[config.mk]
export PLATFORM = sky130hd
export DESIGN_NAME = wm_keyed_lfsr
export DESIGN_NICKNAME = d
export VERILOG_FILES = /design/src/rtl/wm_lfsr_pkg.sv /design/src/rtl/wm_rst_sync.sv /design/src/rtl/wm_lfsr_core.sv /design/src/rtl/wm_symbol_map.sv /design/src/rtl/wm_keyed_lfsr.sv
export SDC_FILE = /design/constraint.sdc
export NUM_CORES = 1
export LEC_CHECK = 0
export CAP_MARGIN = 10
export CORE_MARGIN = 3
export CORE_UTILIZATION = 30
export CTS_CLUSTER_DIAMETER = 60
export DETAILED_ROUTE_END_ITERATION = 8
export REMOVE_ABC_BUFFERS = 1
export SETUP_SLACK_MARGIN = 0.1
export SYNTH_ARGS = -nofsm -noshare
export SYNTH_HDL_FRONTEND = slang
export SYNTH_SLANG_ARGS = --single-unit
[constraint.sdc]
create_clock -name clk -period 1.25 [get_ports clk]
set_clock_uncertainty 0.1 [all_clocks]
set_input_delay 0.25 -clock clk [delete_from_list [all_inputs] [get_ports clk]]
set_output_delay 0.25 -clock clk [all_outputs]
set_load 0.01 [all_outputs]
[src/rtl/wm_lfsr_pkg.sv]
package wm_lfsr_pkg;

  localparam int unsigned WM_W   = 8;
  localparam int unsigned SYM_W  = 2;

  // Three-level watermark symbol
  typedef enum logic [SYM_W-1:0] {
    SYM_KEEP = 2'd0,
    SYM_ADD  = 2'd1,
    SYM_SUB  = 2'd2
  } wm_sym_e;

  // Two-bit value folded modulo three
  function automatic wm_sym_e fold_mod3(input logic [SYM_W-1:0] v);
    wm_sym_e r;
    case (v)
      2'd1:    r = SYM_ADD;
      2'd2:    r = SYM_SUB;
      default: r = SYM_KEEP;
    endcase
    return r;
  endfunction

endpackage

[src/rtl/wm_rst_sync.sv]
module wm_rst_sync #(
  parameter int unsigned STAGES = 2
) (
  input  logic clk,
  input  logic rst_n,
  output logic rst_core_n
);

  logic [STAGES-1:0] sync_q;
  logic [STAGES-1:0] sync_d;

  always_comb begin
    sync_d = {sync_q[STAGES-2:0], 1'b1};
  end

  always_ff @(posedge clk or negedge rst_n) begin
    if (!rst_n) sync_q <= '0;
    else        sync_q <= sync_d;
  end

  assign rst_core_n = sync_q[STAGES-1];

endmodule

[src/rtl/wm_lfsr_core.sv]
module wm_lfsr_core #(
  parameter int unsigned        WIDTH     = 8,
  parameter logic [WIDTH-1:0]   TAP_MASK  = 8'h71,
  parameter logic [WIDTH-1:0]   RST_VALUE = 8'h01
) (
  input  logic             clk,
  input  logic             rst_n,
  input  logic             load_i,
  input  logic [WIDTH-1:0] seed_i,
  input  logic             step_i,
  output logic [WIDTH-1:0] state_o
);

  localparam int unsigned LOW_W = WIDTH - 1;

  logic [WIDTH-1:0] state_q;
  logic [WIDTH-1:0] state_d;
  logic [WIDTH-1:0] shifted;
  logic [WIDTH-1:0] stepped;
  logic             low_zero;
  logic             feed;
  logic             upd_en;

  // Zero-insert correction: low bits all clear flips the feedback
  assign low_zero = ~|state_q[LOW_W-1:0];
  assign feed     = state_q[WIDTH-1] ^ low_zero;
  assign shifted  = {state_q[LOW_W-1:0], 1'b0};

  genvar gi;
  generate
    for (gi = 0; gi < WIDTH; gi++) begin : g_tap
      if (TAP_MASK[gi]) begin : g_xor
        assign stepped[gi] = shifted[gi] ^ feed;
      end else begin : g_pass
        assign stepped[gi] = shifted[gi];
      end
    end
  endgenerate

  assign upd_en = load_i | step_i;

  always_comb begin
    state_d = state_q;
    if (load_i)      state_d = seed_i;
    else if (step_i) state_d = stepped;
  end

  always_ff @(posedge clk or negedge rst_n) begin
    if (!rst_n)      state_q <= RST_VALUE;
    else if (upd_en) state_q <= state_d;
  end

  assign state_o = state_q;

endmodule

[src/rtl/wm_symbol_map.sv]
module wm_symbol_map
  import wm_lfsr_pkg::*;
#(
  parameter int unsigned WIDTH = 8
) (
  input  logic [WIDTH-1:0] state_i,
  output logic             bit_o,
  output logic [SYM_W-1:0] sym_o
);

  wm_sym_e sym;

  always_comb begin
    sym = fold_mod3(state_i[SYM_W-1:0]);
  end

  assign bit_o = state_i[0];
  assign sym_o = sym;

endmodule

[src/rtl/wm_keyed_lfsr.sv]
module wm_keyed_lfsr
  import wm_lfsr_pkg::*;
(
  input  logic            clk,
  input  logic            rst_n,
  input  logic            seed_load,
  input  logic [WM_W-1:0] seed_key,
  input  logic            adv_en,
  output logic [WM_W-1:0] lfsr_q,
  output logic            wm_bit,
  output logic [1:0]      wm_sym
);

  logic rst_core_n;

  wm_rst_sync #(.STAGES(2)) u_rst (
    .clk        (clk),
    .rst_n      (rst_n),
    .rst_core_n (rst_core_n)
  );

  wm_lfsr_core #(
    .WIDTH     (WM_W),
    .TAP_MASK  (8'h71),
    .RST_VALUE (8'h01)
  ) u_core (
    .clk     (clk),
    .rst_n   (rst_core_n),
    .load_i  (seed_load),
    .seed_i  (seed_key),
    .step_i  (adv_en),
    .state_o (lfsr_q)
  );

  wm_symbol_map #(.WIDTH(WM_W)) u_map (
    .state_i (lfsr_q),
    .bit_o   (wm_bit),
    .sym_o   (wm_sym)
  );

endmodule

==> impl_metrics.yaml, run 1 <==
layout:
  final_nets: 108
  fin_area_sq_um: 992
  fill_cells: 176
  drive_gt1_share_pct: 43.2
  area_growth_pct: 72.8
  final_core_util_pct: 56.2
  n_antenna_cell: 0
run:
  drv_cap: 0
sta:
  setup_viol: 10
  fin_crit_ps: 1620
  fin_ws_ps: -373
  fin_tns_setup_ps: -2210
  fmax_ghz: 0.616
  hold_viol_final: 0
  post-route-period-util_pct: 130
  finalMaxSlewViolations: 0
  rsz0062_at_grt: "yes"
critical_path:
  regToRegSetupSlack_ps: -370
  cp.depth: 3
  r2r_cells: 3
  startpoint: "u_core.state_o[1]$_DFFE_PN0P_"
  arrival_ps: 1720
  crit_fanout: 4
  slowest_stage: "or4_4"
  r2r-start: "u_core.state_o[1]$_DFFE_PN0P_"
  crit_chain: "or4_4 -> or4_4 -> nand4_1"
  path_buf_inv: 0
  crit_family: "simple AND/OR/NAND/NOR gates"
  critPathCaptureType: "flop"
  cp.required_ps: 1350
  critical_path.max_stage_delay_ps: 530
  crit_top_cell: "or4_4"
  crit_path_start_kind: "flop"
  crit_end: "u_core.state_o[6]$_DFFE_PN0P_"
  reg2reg_to: "u_core.state_o[6]$_DFFE_PN0P_"
  criticalPathCategory: "reg2reg"
cts:
  clock_path_buffers: 2
  clock-sinks: 10
  h-tree-depth: 1
  clock_latency_ps: 260
  clockRootBuffer: "clkbuf_4"
  clk_pin_slew_ps: 60
  numCtsBuffers: 3
  cts_tree: "built"
  hold_buffers: 0
power_and_ir_drop:
  power_leakage_nw: 0.469
  pwr-share-seq_pct: 38.8
  combinationalPowerShare_pct: 38.0
  power_density_nw_per_um2: 1010
  power_w: 0.000999
  intPower_w: 0.000721
  switching_share_pct: 27.8
  ir_worst_vdd_mv: 0.829
  p_sw_w: 0.000278
  pwr-share-clk_pct: 23.1
placement:
  numPortBuffers: 22
  hpwl_um: 1040
  routabilityCongestion: 0.785
  place_ws_ps: -588
  dpl_cell_area_sq_um: 870
global_routing:
  grt_max_degree: 18
  overflow: 0
  grt_usage_pct: 13.4
  antenna_found_initial: 0
  grt_pass1_vias: 552
  grt_pass1_wl_um: 2440
route:
  first_pass_iters: 4
  drc: 0
  vias: 543
  post_drt_wl_per_cell_um: 12.7
  drt-initial-drc-count: 6
  totalWireLength_um: 1520
  vias_per_cell: 4.53
  ant_nets: 0
outcome:
  violations: "setup timing"
  status: "complete, but fails checks"
die:
  die_y_um: 49.8
  initial_core_util_pct: 32.6
  core_area_sq_um: 1760
  fp.dieArea_sq_um: 2480
  boundaryPins: 23
  fp-row-count: 15
  die_w_um: 49.8
synthesis:
  synthCells: 56
  syn_avg_cell_area_sq_um: 10.3
  yosys-top-cells-area: "dfrtp_1, mux2i_1, clkbuf_8, dfstp_2, o21ai_0"
  ys_warn_count: 0
  synthDominantCellAreaShare_pct: 39.2
  yosysMostFrequentCell: "dfrtp_1"
  synth_commonest_cells: "dfrtp_1, nand2_1, o21ai_0"
  yosysSeqAreaShare_pct: 43.8
  synth_ff_type: "dfrtp_1"
  ys_seq_elements: 10
  synth.distinct_cells: 23
  synth-async-reset-ratio_pct: 100
  yosysTopAreaCell: "dfrtp_1"
  synth_area_sq_um: 574
  synth_edf_count: 0
min_path:
  min_path_type: "reg2async"
-- flip-flops by register name, indices dropped and copies added (netlist names) --
name and flops:
u_core.state_o 8, u_rst.sync_q 2
-- worst min path at each step --
stage,cells past startpoint,endpoint,slack [ps]
final,0,u_core.state_o[7]$_DFFE_PN0P_,30
after floorplan,0,u_rst.sync_q[0]$_DFF_PN0_,-150
after global placement,0,u_core.state_o[7]$_DFFE_PN0P_,30
after detailed placement,0,u_core.state_o[7]$_DFFE_PN0P_,40
after global routing,1,u_rst.sync_q[0]$_DFF_PN0_,20
after CTS,1,u_rst.sync_q[0]$_DFF_PN0_,30
-- power by group through the flow --
stage               clock network, W  registers (W)   logic, W
finish                      0.000231       0.000388   0.000380
global route                0.000270       0.000394   0.000408
CTS                         0.000248       0.000389   0.000353
detailed placement                 0       0.000394   0.000314
global placement                   0       0.000394   0.000311
floorplan                          0       0.000416  0.0000845
-- cell type report --
| type | instances | area [sq um] | area share (%) |
|---|---|---|---|
| clock buffer | 4 | 26.3 | 2.65 |
| inverter | 3 | 11.3 | 1.13 |
| multi-input combinational | 39 | 282 | 28.4 |
| sequential | 10 | 251 | 25.3 |
| tap | 25 | 31.3 | 3.15 |
| timing repair buffer | 39 | 390 | 39.3 |
-- stage by stage --
| step | hold slack, ps | instances |
|---|---|---|
| 3_3_place_gp | 33.2 | 111 |
| 4_1_cts | 30.0 | 118 |
| 3_5_place_dp | 41.9 | 111 |
| 5_1_grt | 20.3 | 120 |
| 6_report | 25.8 | 120 |
| 2_1_floorplan | -146 | 52 |
-- timing repair --
item                                    4_1_cts  5_1_grt
resized for setup                            59        7
setup buffers                                 3        2
pin swaps                                     2        0
endpoints found under the setup margin       15       19
-- metal layers --
metal / vias up / wire length [um] / GRT usage (%)
met3: 2 / 55 / 4.83
met2: 11 / 820 / 23.8
li1: 275 / - / -
met1: 255 / 629 / 14.1
met5: - / 0 / 0
met4: 0 / 14 / 5.53
-- worst reg2reg max path, cell delays in order (launching register included) --
cell	delay (ps)
dfrtp_1	370
or4_4	530
or4_4	460
nand4_1	90
-- cells in the final DEF (no fill, tap or decap) --
cell             Yosys  layout
o21ai_0              5       3
buf_12               0       1
nand3_1              3       2
or3b_2               2       2
nor2b_4              0       1
and3b_2              1       1
clkbuf_4             0       3
nand2_1              6       6
or2b_2               1       1
buf_4                1       9
o311a_1              2       2
or3_1                1       1
inv_1                3       3
a21oi_1              2       2
dlymetal6s2s_1       0       1
clkbuf_1             0       1
buf_2                0       2
buf_6                1      16
o211ai_1             3       3
dfstp_2              1       1
conb_1               1       1
or4_4                2       2
nand3_2              0       1
nor2b_1              2       1
clkdlybuf4s50_1      0      10
or3_4                0       1
o21ai_1              0       2
nand4_1              1       1
dfrtp_1              9       9
nor3b_1              2       2
mux2i_1              4       4
-- kinds of logic (layout without fill, tap and decap cells) --
| kind of cell | Yosys count | in the layout | synth area share, % |
|---|---|---|---|
| other | 1 | 1 | 0.653 |
| buffers and inverters | 7 | 46 | 10.0 |
| AND/OR/NAND/NOR | 22 | 22 | 25.1 |
| flip-flops | 10 | 10 | 43.8 |
| AO/OA/AOI/OAI | 12 | 12 | 13.5 |
| multiplexers | 4 | 4 | 6.97 |
No activity file was read; power rests on OpenSTA's default activity.
==> inputs of run 2 (changes only) <==
==> constraint.sdc (replaced) <==
create_clock -name clk -period 2 [get_ports clk]
set_clock_uncertainty 0.1 [all_clocks]
set_input_delay 0.4 -clock clk [delete_from_list [all_inputs] [get_ports clk]]
set_output_delay 0.4 -clock clk [all_outputs]
set_load 0.01 [all_outputs]
==> run 2 against run 1 <==
The run now ends clean. Worst setup slack improved by 560 ps. Sequential power fell by 35%. Clock-buffer cell count unchanged. Total power down 41%. Non-clock buffer count decreased by 13. Routed wire length decreased by 11%. Utilization decreased by 8.3 points. Hold slack better by 14 ps. Global-route usage shrank 0.36 points. Register-to-register slack gained 590 ps. Final cell count is 11% lower. Critical endpoint is now lfsr_q[7]. Largest cell class is now multi-input gates. Highest routed layer unchanged.
==> impl_metrics.yaml, run 2 (synthesis gave the netlist of run 1 again) <==
outcome:
  status: "complete, no violations"
die:
  initial_core_util_pct: 32.6
  fp.dieArea_sq_um: 2480
  fp-row-count: 15
  core_area_sq_um: 1760
  die_y_um: 49.8
  boundaryPins: 23
  die_w_um: 49.8
layout:
  final_core_util_pct: 47.9
  layout_common_cells: "clkdlybuf4s50_1, dfrtp_1, nand2_1"
  final_nets: 95
  fin_area_sq_um: 846
  fin_cells: 107
  drive_gt1_share_pct: 20.7
  area_growth_pct: 47.3
  largest_reg_flops: 8
  layout_commonest_cell: "clkdlybuf4s50_1"
  n_antenna_cell: 0
  fill_cells: 188
cts:
  clk_pin_slew_ps: 70
  clockRootBuffer: "clkbuf_4"
  cts_tree: "built"
  clock_path_buffers: 2
  hold_buffers: 0
  clock_latency_ps: 270
  h-tree-depth: 1
  clock-sinks: 10
  numCtsBuffers: 3
placement:
  dp_cells: 102
  hpwl_um: 994
  routabilityCongestion: 0.791
  dpl_cell_area_sq_um: 802
  numPortBuffers: 22
sta:
  rsz0062_at_grt: "no"
  post-route-period-util_pct: 90.9
  fmax_ghz: 0.550
  hold_ws_ps: 39.7
  hold_viol_final: 0
  finalMaxSlewViolations: 0
  fin_tns_setup_ps: 0
  setup_viol: 0
  fin_crit_ps: 1820
critical_path:
  crit_chain: "clkdlybuf4s50_1"
  cp.depth: 1
  crit_path_start_kind: "flop"
  criticalPathCategory: "reg2out"
  crit_fanout: 7
  critical_path.max_stage_delay_ps: 580
  r2r_cells: 3
  cp.required_ps: 1500
  critPathCaptureType: "primary output"
  slowest_stage: "clkdlybuf4s50_1"
  path_buf_inv: 1
  arrival_ps: 1320
  crit_family: "buffers and inverters"
power_and_ir_drop:
  power_leakage_nw: 0.379
  switching_share_pct: 27.4
  intPower_w: 0.000429
  power_density_nw_per_um2: 699
  pwr-share-seq_pct: 42.6
  ir_worst_vdd_mv: 0.326
  pwr-share-clk_pct: 31.6
  p_sw_w: 0.000162
  combinationalPowerShare_pct: 25.8
route:
  ant_nets: 0
  post_drt_wl_per_cell_um: 12.6
  vias_per_cell: 4.88
  first_pass_iters: 4
  drc: 0
  drt-initial-drc-count: 1
  totalWireLength_um: 1350
  vias: 522
global_routing:
  antenna_found_initial: 0
  grt_max_degree: 18
  grt_pass1_wl_um: 2420
  grt_pass1_vias: 532
  grt_usage_pct: 13.0
  overflow: 0
run:
  drv_cap: 0
min_path:
  min_path_type: "reg2async"
[run 2: routing by layer]
metal  vias to the layer above  wire length, um  global-route usage [%]
li1                        250                -                       -
met1                       252              640                    15.8
met2                        16              597                    19.6
met3                         4               82                    4.23
met4                         0               33                    8.29
met5                         -                0                       0
[run 2: area by class of cell]
cell class | count | area, sq um | share of cell area, %
Multi-Input combinational cell | 39 | 265 | 31.4
Timing Repair Buffer | 26 | 249 | 29.4
Inverter | 3 | 11.3 | 1.33
Clock buffer | 4 | 36.3 | 4.29
Sequential cell | 10 | 253 | 29.9
Tap cell | 25 | 31.3 | 3.70
[run 2: final timing paths]
check	from	to	slack [ps]
min in group clk	u_rst.sync_q[0]$_DFF_PN0_	u_rst.sync_q[1]$_DFF_PN0_	250
setup / recovery	u_core.state_o[7]$_DFFE_PN0P_	lfsr_q[7]	180
hold reg to reg	u_rst.sync_q[1]$_DFF_PN0_	u_core.state_o[5]$_DFFE_PN0P_	40
hold / removal	u_rst.sync_q[1]$_DFF_PN0_	u_core.state_o[5]$_DFFE_PN0P_	40
setup reg to reg	u_core.state_o[3]$_DFFE_PN0P_	u_core.state_o[0]$_DFFE_PN1P_	220
max in group asynchronous	u_rst.sync_q[1]$_DFF_PN0_	u_core.state_o[0]$_DFFE_PN1P_	1470
[run 2: power by group through the flow]
| stage | Combinational (W) | Sequential (W) | Clock [W] |
|---|---|---|---|
| final | 0.000153 | 0.000252 | 0.000187 |
| after global routing | 0.000168 | 0.000257 | 0.000206 |
| after CTS | 0.000156 | 0.000252 | 0.000193 |
| after detailed placement | 0.000156 | 0.000257 | 0 |
| after global placement | 0.000154 | 0.000255 | 0 |
| after floorplan | 0.0000528 | 0.000260 | 0 |
[run 2: metrics by stage]
stage          power (W)  setup WS (ps)
6_report        0.000591            182
5_1_grt         0.000631            122
4_1_cts         0.000600            111
3_5_place_dp    0.000412           11.4
3_3_place_gp    0.000410           19.0
2_1_floorplan   0.000313            263
[run 2: repair_timing]
item	4_1_cts	5_1_grt
endpoints found under the setup margin	4	1
endpoints found under the hold margin	0	0
setup buffers	1	0
gates resized for setup	3	2
==> inputs of run 3 (changes only) <==
--- a/config.mk
+++ b/config.mk
@@ -10,6 +10,7 @@
 export CORE_UTILIZATION = 30
 export CTS_CLUSTER_DIAMETER = 60
 export DETAILED_ROUTE_END_ITERATION = 8
+export GPL_TIMING_DRIVEN = 0
 export REMOVE_ABC_BUFFERS = 1
 export SETUP_SLACK_MARGIN = 0.1
 export SYNTH_ARGS = -nofsm -noshare
==> run 3 against run 2 <==
Die area is the same. Clock power shrank 20%. Fmax grew 2.2%. Routed wire length shrank 8.8%. Clock-buffer cell count is the same. Combinational power shrank 5%. Non-clock buffer count shrank 3. First-iteration DRC count grew to 6.0 times the previous value. Register-to-register slack is essentially flat. Sequential cell count is the same. Via count shrank 4.2%. Worst setup slack gained 40 ps. Largest power group unchanged. Highest routed layer unchanged.
==> impl_metrics.yaml, run 3 (synthesis gave the netlist of run 1 again) <==
outcome:
  status: "complete, no violations"
layout:
  fin_area_sq_um: 811
  drive_gt1_share_pct: 16.5
  n_antenna_cell: 0
  layout_commonest_cell: "clkdlybuf4s50_1"
  final_nets: 92
  largest_reg_flops: 8
  layout_common_cells: "clkdlybuf4s50_1, dfrtp_1, nand2_1"
  area_growth_pct: 41.2
global_routing:
  grt_usage_pct: 11.3
  antenna_found_initial: 0
  grt_pass1_vias: 470
  overflow: 0
  grt_max_degree: 19
  grt_pass1_wl_um: 2090
critical_path:
  critPathCaptureType: "primary output"
  crit_fanout: 4
  arrival_ps: 1280
  crit_path_start_kind: "flop"
  path_buf_inv: 2
  r2r-start: "u_core.state_o[3]$_DFFE_PN0P_"
  regToRegSetupSlack_ps: 230
  reg2reg_to: "u_core.state_o[0]$_DFFE_PN1P_"
  criticalPathCategory: "reg2out"
  cp.required_ps: 1500
  critical_path.max_stage_delay_ps: 520
  crit_chain: "buf_4 -> clkdlybuf4s50_1"
  crit_family: "buffers and inverters"
  slowest_stage: "clkdlybuf4s50_1"
  r2r_cells: 3
sta:
  hold_viol_final: 0
  fin_crit_ps: 1780
  post-route-period-util_pct: 88.9
  tightest_slew_ps: 537
  fin_ws_ps: 222
  fin_tns_setup_ps: 0
  finalMaxSlewViolations: 0
  relSlewSlack_pct: 64.2
  rsz0062_at_grt: "no"
  fmax_ghz: 0.562
  setup_viol: 0
run:
  drv_cap: 0
route:
  vias_per_cell: 4.81
  drc: 0
  post_drt_wl_per_cell_um: 11.9
  totalWireLength_um: 1230
  ant_nets: 0
  vias: 500
  first_pass_iters: 4
  drt-initial-drc-count: 6
die:
  fp.dieArea_sq_um: 2480
  core_area_sq_um: 1760
  die_w_um: 49.8
  initial_core_util_pct: 32.6
  die_y_um: 49.8
  fp-row-count: 15
  boundaryPins: 23
cts:
  clock_path_buffers: 2
  clock-sinks: 10
  hold_buffers: 0
  clock_latency_ps: 270
  numCtsBuffers: 3
  clk_pin_slew_ps: 70
  clockRootBuffer: "clkbuf_4"
  cts_tree: "built"
  h-tree-depth: 1
power_and_ir_drop:
  power_density_nw_per_um2: 674
  ir_worst_vdd_mv: 0.313
  power_leakage_nw: 0.362
min_path:
  min_path_type: "reg2async"
placement:
  routabilityCongestion: 0.828
  hpwl_um: 890
  place_ws_ps: -362
  dpl_cell_area_sq_um: 779
  numPortBuffers: 22
run 3: changes by cell type in the layout (fill, tap and decap cells not counted):
cell	change
clkbuf_1	+1
dlygate4sd2_1	+2
clkdlybuf4s50_1	-2
clkbuf_8	-1
buf_4	-3
run 3: worst max-delay path by stage:
stage / startpoint / endpoint / slack (ps) / depth (start not counted)
3_3_place_gp: seed_load / u_core.state_o[0]$_DFFE_PN1P_ / -360 / 4
4_1_cts: u_core.state_o[1]$_DFFE_PN0P_ / wm_sym[1] / 100 / 2
6_report: u_core.state_o[1]$_DFFE_PN0P_ / lfsr_q[1] / 220 / 2
3_5_place_dp: seed_load / u_core.state_o[0]$_DFFE_PN1P_ / -360 / 4
2_1_floorplan: u_core.state_o[3]$_DFFE_PN0P_ / u_core.state_o[0]$_DFFE_PN1P_ / 260 / 3
5_1_grt: u_core.state_o[1]$_DFFE_PN0P_ / lfsr_q[1] / 170 / 2
run 3: repair_timing:
action                                  4_1_cts  5_1_grt
endpoints found under the setup margin        7        2
pin swaps                                     0        0
gates resized for setup                       5        2
buffers inserted                              0        1
run 3: worst reg2reg max path, delay by kind of cell (launching register included):
kind / cells / cell delay (ps)
DFF: 1 / 410
and+or+nand+nor: 3 / 1190
run 3: layout make-up:
cell class	count	area [sq um]
tap	25	31.3
sequential	10	253
fill	179	953
clock buffer	4	26.3
multi-input combinational	39	265
inverter	3	11.3
timing repair buffer	23	224
run 3: power breakdown:
group	switching (W)	internal, W
clock	0.0000728	0.0000773
sequential	0.0000247	0.000225
combinational	0.0000584	0.0000877
run 3: metal layers:
metal	vias to the layer above	share of wire, %	track usage, %
met1	231	44	13.3
met4	0	0.97	5.53
met5	-	0	0
li1	250	-	-
met3	2	7.2	4.83
met2	17	47	17.4
run 3: metrics by stage:
stage,power (W),utilization (%),hold WS (ps),instances
final,0.000546,46.0,31.5,104
after detailed placement,0.000405,44.2,48.2,99
after global placement,0.000404,44.2,43.6,99
after floorplan,0.000313,-,-6.13,52
after CTS,0.000553,45.3,49.2,103
after global routing,0.000583,46.0,64.2,104
